[src/rtl/cmp_pkg.sv]
package cmp_pkg;
  localparam int COND_N = 15;
  localparam int SEL_W  = 4;
  localparam logic [SEL_W-1:0] SEL_WHOLE = 4'hF;

  localparam int B_EQ  = 0;
  localparam int B_NE  = 1;
  localparam int B_SLT = 2;
  localparam int B_SLE = 3;
  localparam int B_SGT = 4;
  localparam int B_SGE = 5;
  localparam int B_ULT = 6;
  localparam int B_ULE = 7;
  localparam int B_UGT = 8;
  localparam int B_UGE = 9;
  localparam int B_AZ  = 10;
  localparam int B_BZ  = 11;
  localparam int B_AN  = 12;
  localparam int B_AND = 13;
  localparam int B_ONE = 14;

  typedef logic [COND_N-1:0] cond_vec_t;
endpackage

[src/rtl/cmp_operand_prep.sv]
module cmp_operand_prep #(
  parameter int DATA_W   = 64,
  parameter int NARROW_W = 32
) (
  input  logic [DATA_W-1:0] raw,
  input  logic              wide,
  output logic [DATA_W-1:0] sx_val,
  output logic [DATA_W-1:0] zx_val
);
  localparam int PAD_W = DATA_W - NARROW_W;

  function automatic logic [DATA_W-1:0] sext_narrow(input logic [DATA_W-1:0] v);
    return {{PAD_W{v[NARROW_W-1]}}, v[NARROW_W-1:0]};
  endfunction

  function automatic logic [DATA_W-1:0] zext_narrow(input logic [DATA_W-1:0] v);
    return {{PAD_W{1'b0}}, v[NARROW_W-1:0]};
  endfunction

  always_comb begin
    sx_val = wide ? raw : sext_narrow(raw);
    zx_val = wide ? raw : zext_narrow(raw);
  end
endmodule

[src/rtl/cmp_cond_gen.sv]
module cmp_cond_gen
  import cmp_pkg::*;
#(
  parameter int DATA_W = 64
) (
  input  logic [DATA_W-1:0] sa,
  input  logic [DATA_W-1:0] sb,
  input  logic [DATA_W-1:0] ua,
  input  logic [DATA_W-1:0] ub,
  output cond_vec_t         conds
);
  logic eq, slt, ult;

  function automatic logic signed_less(input logic [DATA_W-1:0] x, input logic [DATA_W-1:0] y);
    return $signed(x) < $signed(y);
  endfunction

  always_comb begin
    eq  = (ua == ub);
    slt = signed_less(sa, sb);
    ult = (ua < ub);
    conds        = '0;
    conds[B_EQ]  = eq;
    conds[B_NE]  = ~eq;
    conds[B_SLT] = slt;
    conds[B_SLE] = slt | eq;
    conds[B_SGT] = ~(slt | eq);
    conds[B_SGE] = ~slt;
    conds[B_ULT] = ult;
    conds[B_ULE] = ult | eq;
    conds[B_UGT] = ~(ult | eq);
    conds[B_UGE] = ~ult;
    conds[B_AZ]  = (ua == '0);
    conds[B_BZ]  = (ub == '0);
    conds[B_AN]  = sa[DATA_W-1];
    conds[B_AND] = |(ua & ub);
    conds[B_ONE] = 1'b1;
  end
endmodule

[src/rtl/cmp_extract.sv]
module cmp_extract
  import cmp_pkg::*;
#(
  parameter int DATA_W = 64
) (
  input  cond_vec_t         conds,
  input  logic [SEL_W-1:0]  pick,
  output logic [DATA_W-1:0] value
);
  always_comb begin
    value = '0;
    if (pick == SEL_WHOLE) value[COND_N-1:0] = conds;
    else                   value[0] = conds[pick];
  end
endmodule

[src/rtl/cmp_vector_unit.sv]
module cmp_vector_unit
  import cmp_pkg::*;
#(
  parameter int DATA_W   = 64,
  parameter int NARROW_W = 32
) (
  input  logic              clk,
  input  logic              rst_n,
  input  logic              op_valid,
  input  logic [DATA_W-1:0] opnd_a,
  input  logic [DATA_W-1:0] opnd_b,
  input  logic              wide,
  input  logic [SEL_W-1:0]  pick,
  output logic              res_valid,
  output logic [DATA_W-1:0] res_data
);
  logic [DATA_W-1:0] raw_ops [2];
  logic [DATA_W-1:0] sx_ops  [2];
  logic [DATA_W-1:0] zx_ops  [2];
  cond_vec_t         cond_vec;
  logic [DATA_W-1:0] next_res;

  assign raw_ops[0] = opnd_a;
  assign raw_ops[1] = opnd_b;

  for (genvar g = 0; g < 2; g++) begin : g_prep
    cmp_operand_prep #(.DATA_W(DATA_W), .NARROW_W(NARROW_W)) u_prep (
      .raw(raw_ops[g]), .wide(wide), .sx_val(sx_ops[g]), .zx_val(zx_ops[g])
    );
  end

  cmp_cond_gen #(.DATA_W(DATA_W)) u_cond (
    .sa(sx_ops[0]), .sb(sx_ops[1]), .ua(zx_ops[0]), .ub(zx_ops[1]), .conds(cond_vec)
  );

  cmp_extract #(.DATA_W(DATA_W)) u_ext (
    .conds(cond_vec), .pick(pick), .value(next_res)
  );

  always_ff @(posedge clk) begin
    if (!rst_n) begin
      res_valid <= 1'b0;
      res_data  <= '0;
    end else begin
      res_valid <= op_valid;
      if (op_valid) res_data <= next_res;
    end
  end

  assert_valid_follows_R2: assert property (@(posedge clk) disable iff (!rst_n)
    op_valid |=> res_valid);
  assert_idle_follows_R2: assert property (@(posedge clk) disable iff (!rst_n)
    !op_valid |=> (!res_valid && $stable(res_data)));
  assert_whole_upper_zero_R3: assert property (@(posedge clk) disable iff (!rst_n)
    (op_valid && pick == SEL_WHOLE) |=> (res_data[DATA_W-1:COND_N] == '0 && res_data[B_ONE]));
  assert_single_bit_R4: assert property (@(posedge clk) disable iff (!rst_n)
    (op_valid && pick != SEL_WHOLE) |=> (res_data[DATA_W-1:1] == '0));
  assert_eq_ne_exclusive_R5: assert property (@(posedge clk) disable iff (!rst_n)
    op_valid |-> $countones(cond_vec[B_NE:B_EQ]) == 1);
  assert_signed_order_R6: assert property (@(posedge clk) disable iff (!rst_n)
    op_valid |-> ($countones({cond_vec[B_SLT], cond_vec[B_SGE]}) == 1 &&
                  $countones({cond_vec[B_SLE], cond_vec[B_SGT]}) == 1));
  assert_unsigned_order_R7: assert property (@(posedge clk) disable iff (!rst_n)
    op_valid |-> ($countones({cond_vec[B_ULT], cond_vec[B_UGE]}) == 1 &&
                  (cond_vec[B_UGT] -> cond_vec[B_NE])));
  assert_zero_not_neg_R8: assert property (@(posedge clk) disable iff (!rst_n)
    (op_valid && cond_vec[B_AZ]) |-> (!cond_vec[B_AN] && !cond_vec[B_AND]));
endmodule

[config.mk]
export PLATFORM = sky130hd
export DESIGN_NAME = cmp_vector_unit
export DESIGN_NICKNAME = d
export VERILOG_FILES = /design/src/rtl/cmp_pkg.sv /design/src/rtl/cmp_operand_prep.sv /design/src/rtl/cmp_cond_gen.sv /design/src/rtl/cmp_extract.sv /design/src/rtl/cmp_vector_unit.sv
export SDC_FILE = /design/constraint.sdc
export NUM_CORES = 1
export LEC_CHECK = 0
export ABC_AREA = 1
export BUFFER_PORTS_ARGS = -buffer_cell sky130_fd_sc_hd__buf_4
export CAP_MARGIN = 30
export CORE_MARGIN = 10
export CORE_UTILIZATION = 25
export CTS_BUF_LIST = sky130_fd_sc_hd__clkbuf_4 sky130_fd_sc_hd__clkbuf_8
export DETAILED_ROUTE_END_ITERATION = 8
export PLACE_DENSITY = 0.55
export SYNTH_ARGS = -nofsm -noshare
export SYNTH_HDL_FRONTEND = slang
export SYNTH_SLANG_ARGS = --single-unit
[constraint.sdc]
create_clock -name clk -period 7.1 [get_ports clk]
set_input_delay 0 -clock clk [delete_from_list [all_inputs] [get_ports clk]]
set_output_delay 0 -clock clk [all_outputs]
set_load 0.005 [all_outputs]
## Word-level counts from Yosys, hierarchy flattened

Index checks and enable logic that the tools add are counted.

- Output and inout bits: 65
- Flip-flop bits (word level): 16
- Input bits: 136
- Word-level logic and storage cells: 26

- Multiplexer cells: 8
- $lt $le $gt $ge: 3
- Reductions and logical operators: 3
- Bitwise gates (word level): 8
- Equal/unequal tests: 2

Operators with widths:

| operator | number |
|---|---|
| $mux W64 | 4 |
| $logic_not A64 Y1 | 2 |
| $lt A64 B64 Y1 | 2 |
| $and A64 B64 Y64 | 1 |
| $eq A64 B64 Y1 | 1 |
| $reduce_or A64 Y1 | 1 |
| $mux W14 | 1 |
| $lt A4 B5 Y1 const B | 1 |
| $not A1 Y1 | 5 |
| $bmux W1 S4 | 1 |
| $eq A4 B4 Y1 const B | 1 |
| $mux W1 | 2 |
| $or A1 B1 Y1 | 2 |

## Depth between registers and ports, before layout

- Word-level depth: 7
- Mapped depth: 24
- Mapped depth without buffers: 22

## By module

A second synthesis with hierarchy kept.

- Cell total of the unflattened synthesis: 1,535
- Area, all modules: 9,793.1 um^2

Modules (own cells, without submodules):

| module | cells an instance | sequential area each (um^2) | area each (um^2) | instances |
|---|---|---|---|---|
| cmp_cond_gen | 669 | 0.0 | 4,615.7 | 1 |
| cmp_vector_unit | 408 | 1,301.2 | 2,648.8 | 1 |
| cmp_operand_prep | 169 | 0.0 | 923.4 | 2 |
| cmp_extract | 120 | 0.0 | 681.9 | 1 |

## Worst setup path before layout

Ideal clock, no wire load.

- Path type: input-to-reg
- From: in wide
- To: reg res_data[0]
- Slack: 4.723 ns
- Arrival time: 2.255 ns
- Path buffers: 3
- Library setup time: 0.121 ns
- Required time: 6.979 ns
- Stages on the path: 21
- Path through: buf_2 buf_2 nor2_1 clkbuf_1 nor2_1 ha_1 nand4_2 nor2_2 nand3_2 nor2_1 nand2_1 nand2_2 nor2_2 nand2_2 nand2_4 nand3_1 nand2_1 nand2_1 nand2_1 nand2_1 a21oi_2

- Longest elaborated chain between the ends: 7
- Elaborated cells between the ends (all ways): 21
- Classes of those cells: order compare (2); eq/ne (1); mux (7); bitwise (8); reduce/logical (3)

Ends and longest elaborated chain:

| item | RTL line | source |
|---|---|---|
| from (decl) | cmp_vector_unit.sv:12 | `input logic wide,` |
| $mux W64 (on tied branches) | cmp_operand_prep.sv:21, cmp_operand_prep.sv:22 |  |
| $lt A64 B64 Y1, or another cell as far along | cmp_cond_gen.sv:15 | `return $signed(x) < $signed(y);` |
| $or A1 B1 Y1 (on tied branches) | -- |  |
| $not A1 Y1 (on tied branches) | cmp_cond_gen.sv:27, cmp_cond_gen.sv:31 |  |
| $bmux W1 S4 | cmp_extract.sv:13 | `else value[0] = conds[pick];` |
| $mux W1 (implied by the code) | cmp_extract.sv:13 |  |
| $mux W1 (*) | cmp_extract.sv:12 | `if (pick == SEL_WHOLE) value[COND_N-1:0] = conds;` |
| to (signal assigned) | cmp_vector_unit.sv:46 | `if (op_valid) res_data <= next_res;` |
| to (decl) | cmp_vector_unit.sv:15 | `output logic [DATA_W-1:0] res_data` |

Every way passes the cells marked *; elsewhere a longest branch is shown, timed or not. The select of a mux whose other input is x is not followed.
A chain may end at the register's enable or synchronous reset.

## Worst setup path in the final report

Same ends and word-level chain as after synthesis.

==> results.md <==
* Post-Synth Adder-Cell Area at 36.0%
* Crit path arrival time at 2.87 ns
* Crit path kind: input port to flip-flop
* F_max at 366 MHz
* CTS Sinks at 16
* RSZ-0062 raised after global routing: no
* Final Hold Vio Count at 0
* Num CTS Buffers at 3
* Synthesis-stage register bit count at 16
* Most frequent cell after synthesis: nand2_1
* CTS tree: done
* Min-delay worst type: input port to flip-flop
* Drt initial violations at 226
* GRT Total Usage at 11.7%
* Core Region at 21900 µm²
* DIE AREA at 28600 µm²
* DP HPWL at 16200 µm
* PwrDens at 74.7 nW/µm²
* Design area at 6870 µm²
* Crit path time final at 2.73 ns
* RR Endpoint: res_data[0]
* First-pass DRT Iterations at 4
* Post-synthesis simple-gate area fraction at 32.8%
* Number of non-filler instances in the completed layout at 1284
* Synth area leader: ha_1
* Async S/R FF share, synth at 0%
* Vias/cell at 4.35
* Leak at 4.18 nW
* Die H at 169 µm
* Placed Area at 6780 µm²
* Post-synthesis compound-gate area fraction at 8.47%
* I/O Pins at 201
* YS warnings at 0
* Largest family of logic cells by synthesized area: adder cells
* Hold path endpoint: res_data[0]
* CTS clk-pin slew, worst paths at 0.07 ns
* Ranking of synthesized cells by area: ha_1 (36%), nand2_1 (14%), inv_1 (8.4%)
* Synthesized area at 5570 µm²
* Via count of the first global-routing pass at 5795
* Syn_area_per_cell at 6.46 µm²
* Row cnt at 54
* Final setup fails at 0
* Worst Skew at 0 ns
* Post-Synth XOR/XNOR Area at 0%
* Hold path depth at 4
* Total grt overflow at 0
* Depth of the worst register-to-register path at 2
* Prevailing post-synth register cell: dfxtp_1
* Worst vdd ir at 0.0484 mV
* Outcome: completed
* R2R setup slack at 6.43 ns
* Port bufs at 151
* Antenna-violating nets left at 0
* Clk root buf: clkbuf_8
* Antenna violations before repair at 0
* Post-route DRC at 0
* Vias at 5585
* Area share of the largest cell type after synthesis at 36.0%
* Slew margin rel. at 49.1%
* Top cells by count, synth: nand2_1 (215), ha_1 (160), inv_1 (125), nor2_1 (91), a21oi_1 (58)
* Post-CTS Resized at 0
* Placed Instances at 1277
* Clock Latency Late Sink at 0.24 ns
* Slew Limit Fails at 0
* Library cells used by synthesis at 36
* H-Tree Depth at 1
* Largest net degree at the start of global routing at 67
* Ratio of cells with drive above 1 in the final layout at 18.4%
* Bufs on Longest Clock Path at 2
* GP Congestion at 0.867
* Multiplexer share of the synthesized area at 0%
* Hold Crit Start: pick[3]
* DRT Wirelength at 17700 µm
* Worst-Margin Slew at 0.761 ns
* Crit end category: flip-flop
* Reg2reg start: res_data[0]
* Synth Instances at 862
* First-pass GRT wire length at 28300 µm
* Die W at 169 µm
* Crit path required time at 7.24 ns
* Final Util at 31.4%
* Sum Neg Setup Slack at 0 ns
* Setup crit start kind: input port
* EDFF count, synth at 0
* Starting Density at 25.4%
* Total Power at 513 µW
* Crit share post-route at 38.5%
* CP Max Fanout at 66
* Mean routed wirelength per cell at 13.8 µm
* Layout area overhead at 23.4%
* Max-cap viol count at 0
* Net count, final at 1301
* Seq/Total Area, Yosys at 5.75%
* Diode count at 0
[how the worst max path moves through the flow]
stage,start,end,slack [ns],cells after the start
6_report,wide,res_data[0],4.37,19
5_1_grt,wide,res_data[0],3.97,20
4_1_cts,wide,res_data[0],4.10,18
3_5_place_dp,wide,res_data[0],3.85,18
3_3_place_gp,wide,res_data[0],3.93,18
2_1_floorplan,wide,res_data[0],4.72,21
[sequential cells by signal, summed over array words and instances (netlist names)]
signal	cells
res_data	15
res_valid	1
[cells in the final DEF (no fill, tap or decap), types with 4 or more instances in the layout]
master,Yosys,routed
nand2_1,215,215
ha_1,160,160
buf_4,51,152
inv_1,125,125
nor2_1,91,90
a21oi_1,58,58
conb_1,1,49
nand4_1,36,36
nor4_1,21,21
nand3_1,17,17
dfxtp_1,16,16
o21ai_0,14,14
nor2_2,3,4
nand3_2,4,4
a21oi_2,4,4
nor4_2,4,4
clkbuf_8,0,4
[per-layer routing]
metal  up-vias  track usage (%)  share of wire [%]
met1      2453             15.7                 47
met5         -                0                  0
met2       149             20.0                 46
li1       2979                -                  -
met3         4             2.15                6.2
met4         0            0.338               0.31
[metrics by stage]
step / hold slack (ns) / setup slack [ns]
after floorplan: 0.0935 / 4.72
after global placement: 0.216 / 3.93
after detailed placement: 0.224 / 3.85
after CTS: 0.0492 / 4.10
after global routing: 0.0840 / 3.97
final: 0.0531 / 4.37
[critical path: stages]
cell     delay [ns]
buf_4          0.46
inv_1          0.10
nand2_1        0.45
buf_8          0.24
nand2_1        0.07
ha_1           0.30
nand2_1        0.07
nor2_1         0.17
nand4_1        0.16
nor3_1         0.22
nand2_1        0.12
nand2_2        0.09
nand2_4        0.06
nand3_1        0.06
nand2_1        0.05
nand2_1        0.05
nand2_1        0.05
nand2_1        0.07
a21oi_2        0.05
[where the power goes]
| part | leakage, nW | switching [mW] | internal [mW] |
|---|---|---|---|
| logic | 4.02 | 0.195 | 0.145 |
| clock network | 0.0288 | 0.0312 | 0.0491 |
| registers | 0.130 | 0.000881 | 0.0914 |
| total | 4.18 | 0.228 | 0.285 |
[what timing repair did]
action / 4_1_cts / 5_1_grt
hold endpoints to repair: 1 / 0
buffers inserted: 0 / 0
hold buffers: 2 / 0
[area by class of cell]
cell class | instances | area, µm²
timing repair buffer | 155 | 1180
fill | 2470 | 15000
clock buffer | 4 | 55.1
inverter | 128 | 480
sequential | 16 | 320
multi-input combinational | 701 | 4490
tap | 280 | 350
[cell families (layout without fill, tap and decap cells)]
group / count (synthesis) / after routing
AOI/OAI and AO/OA: 87 / 87
adders and majority gates: 160 / 160
buffers and inverters: 193 / 287
DFF: 16 / 16
other: 1 / 49
and+or+nand+nor: 405 / 405
No activity file was read; power rests on OpenSTA's default activity.
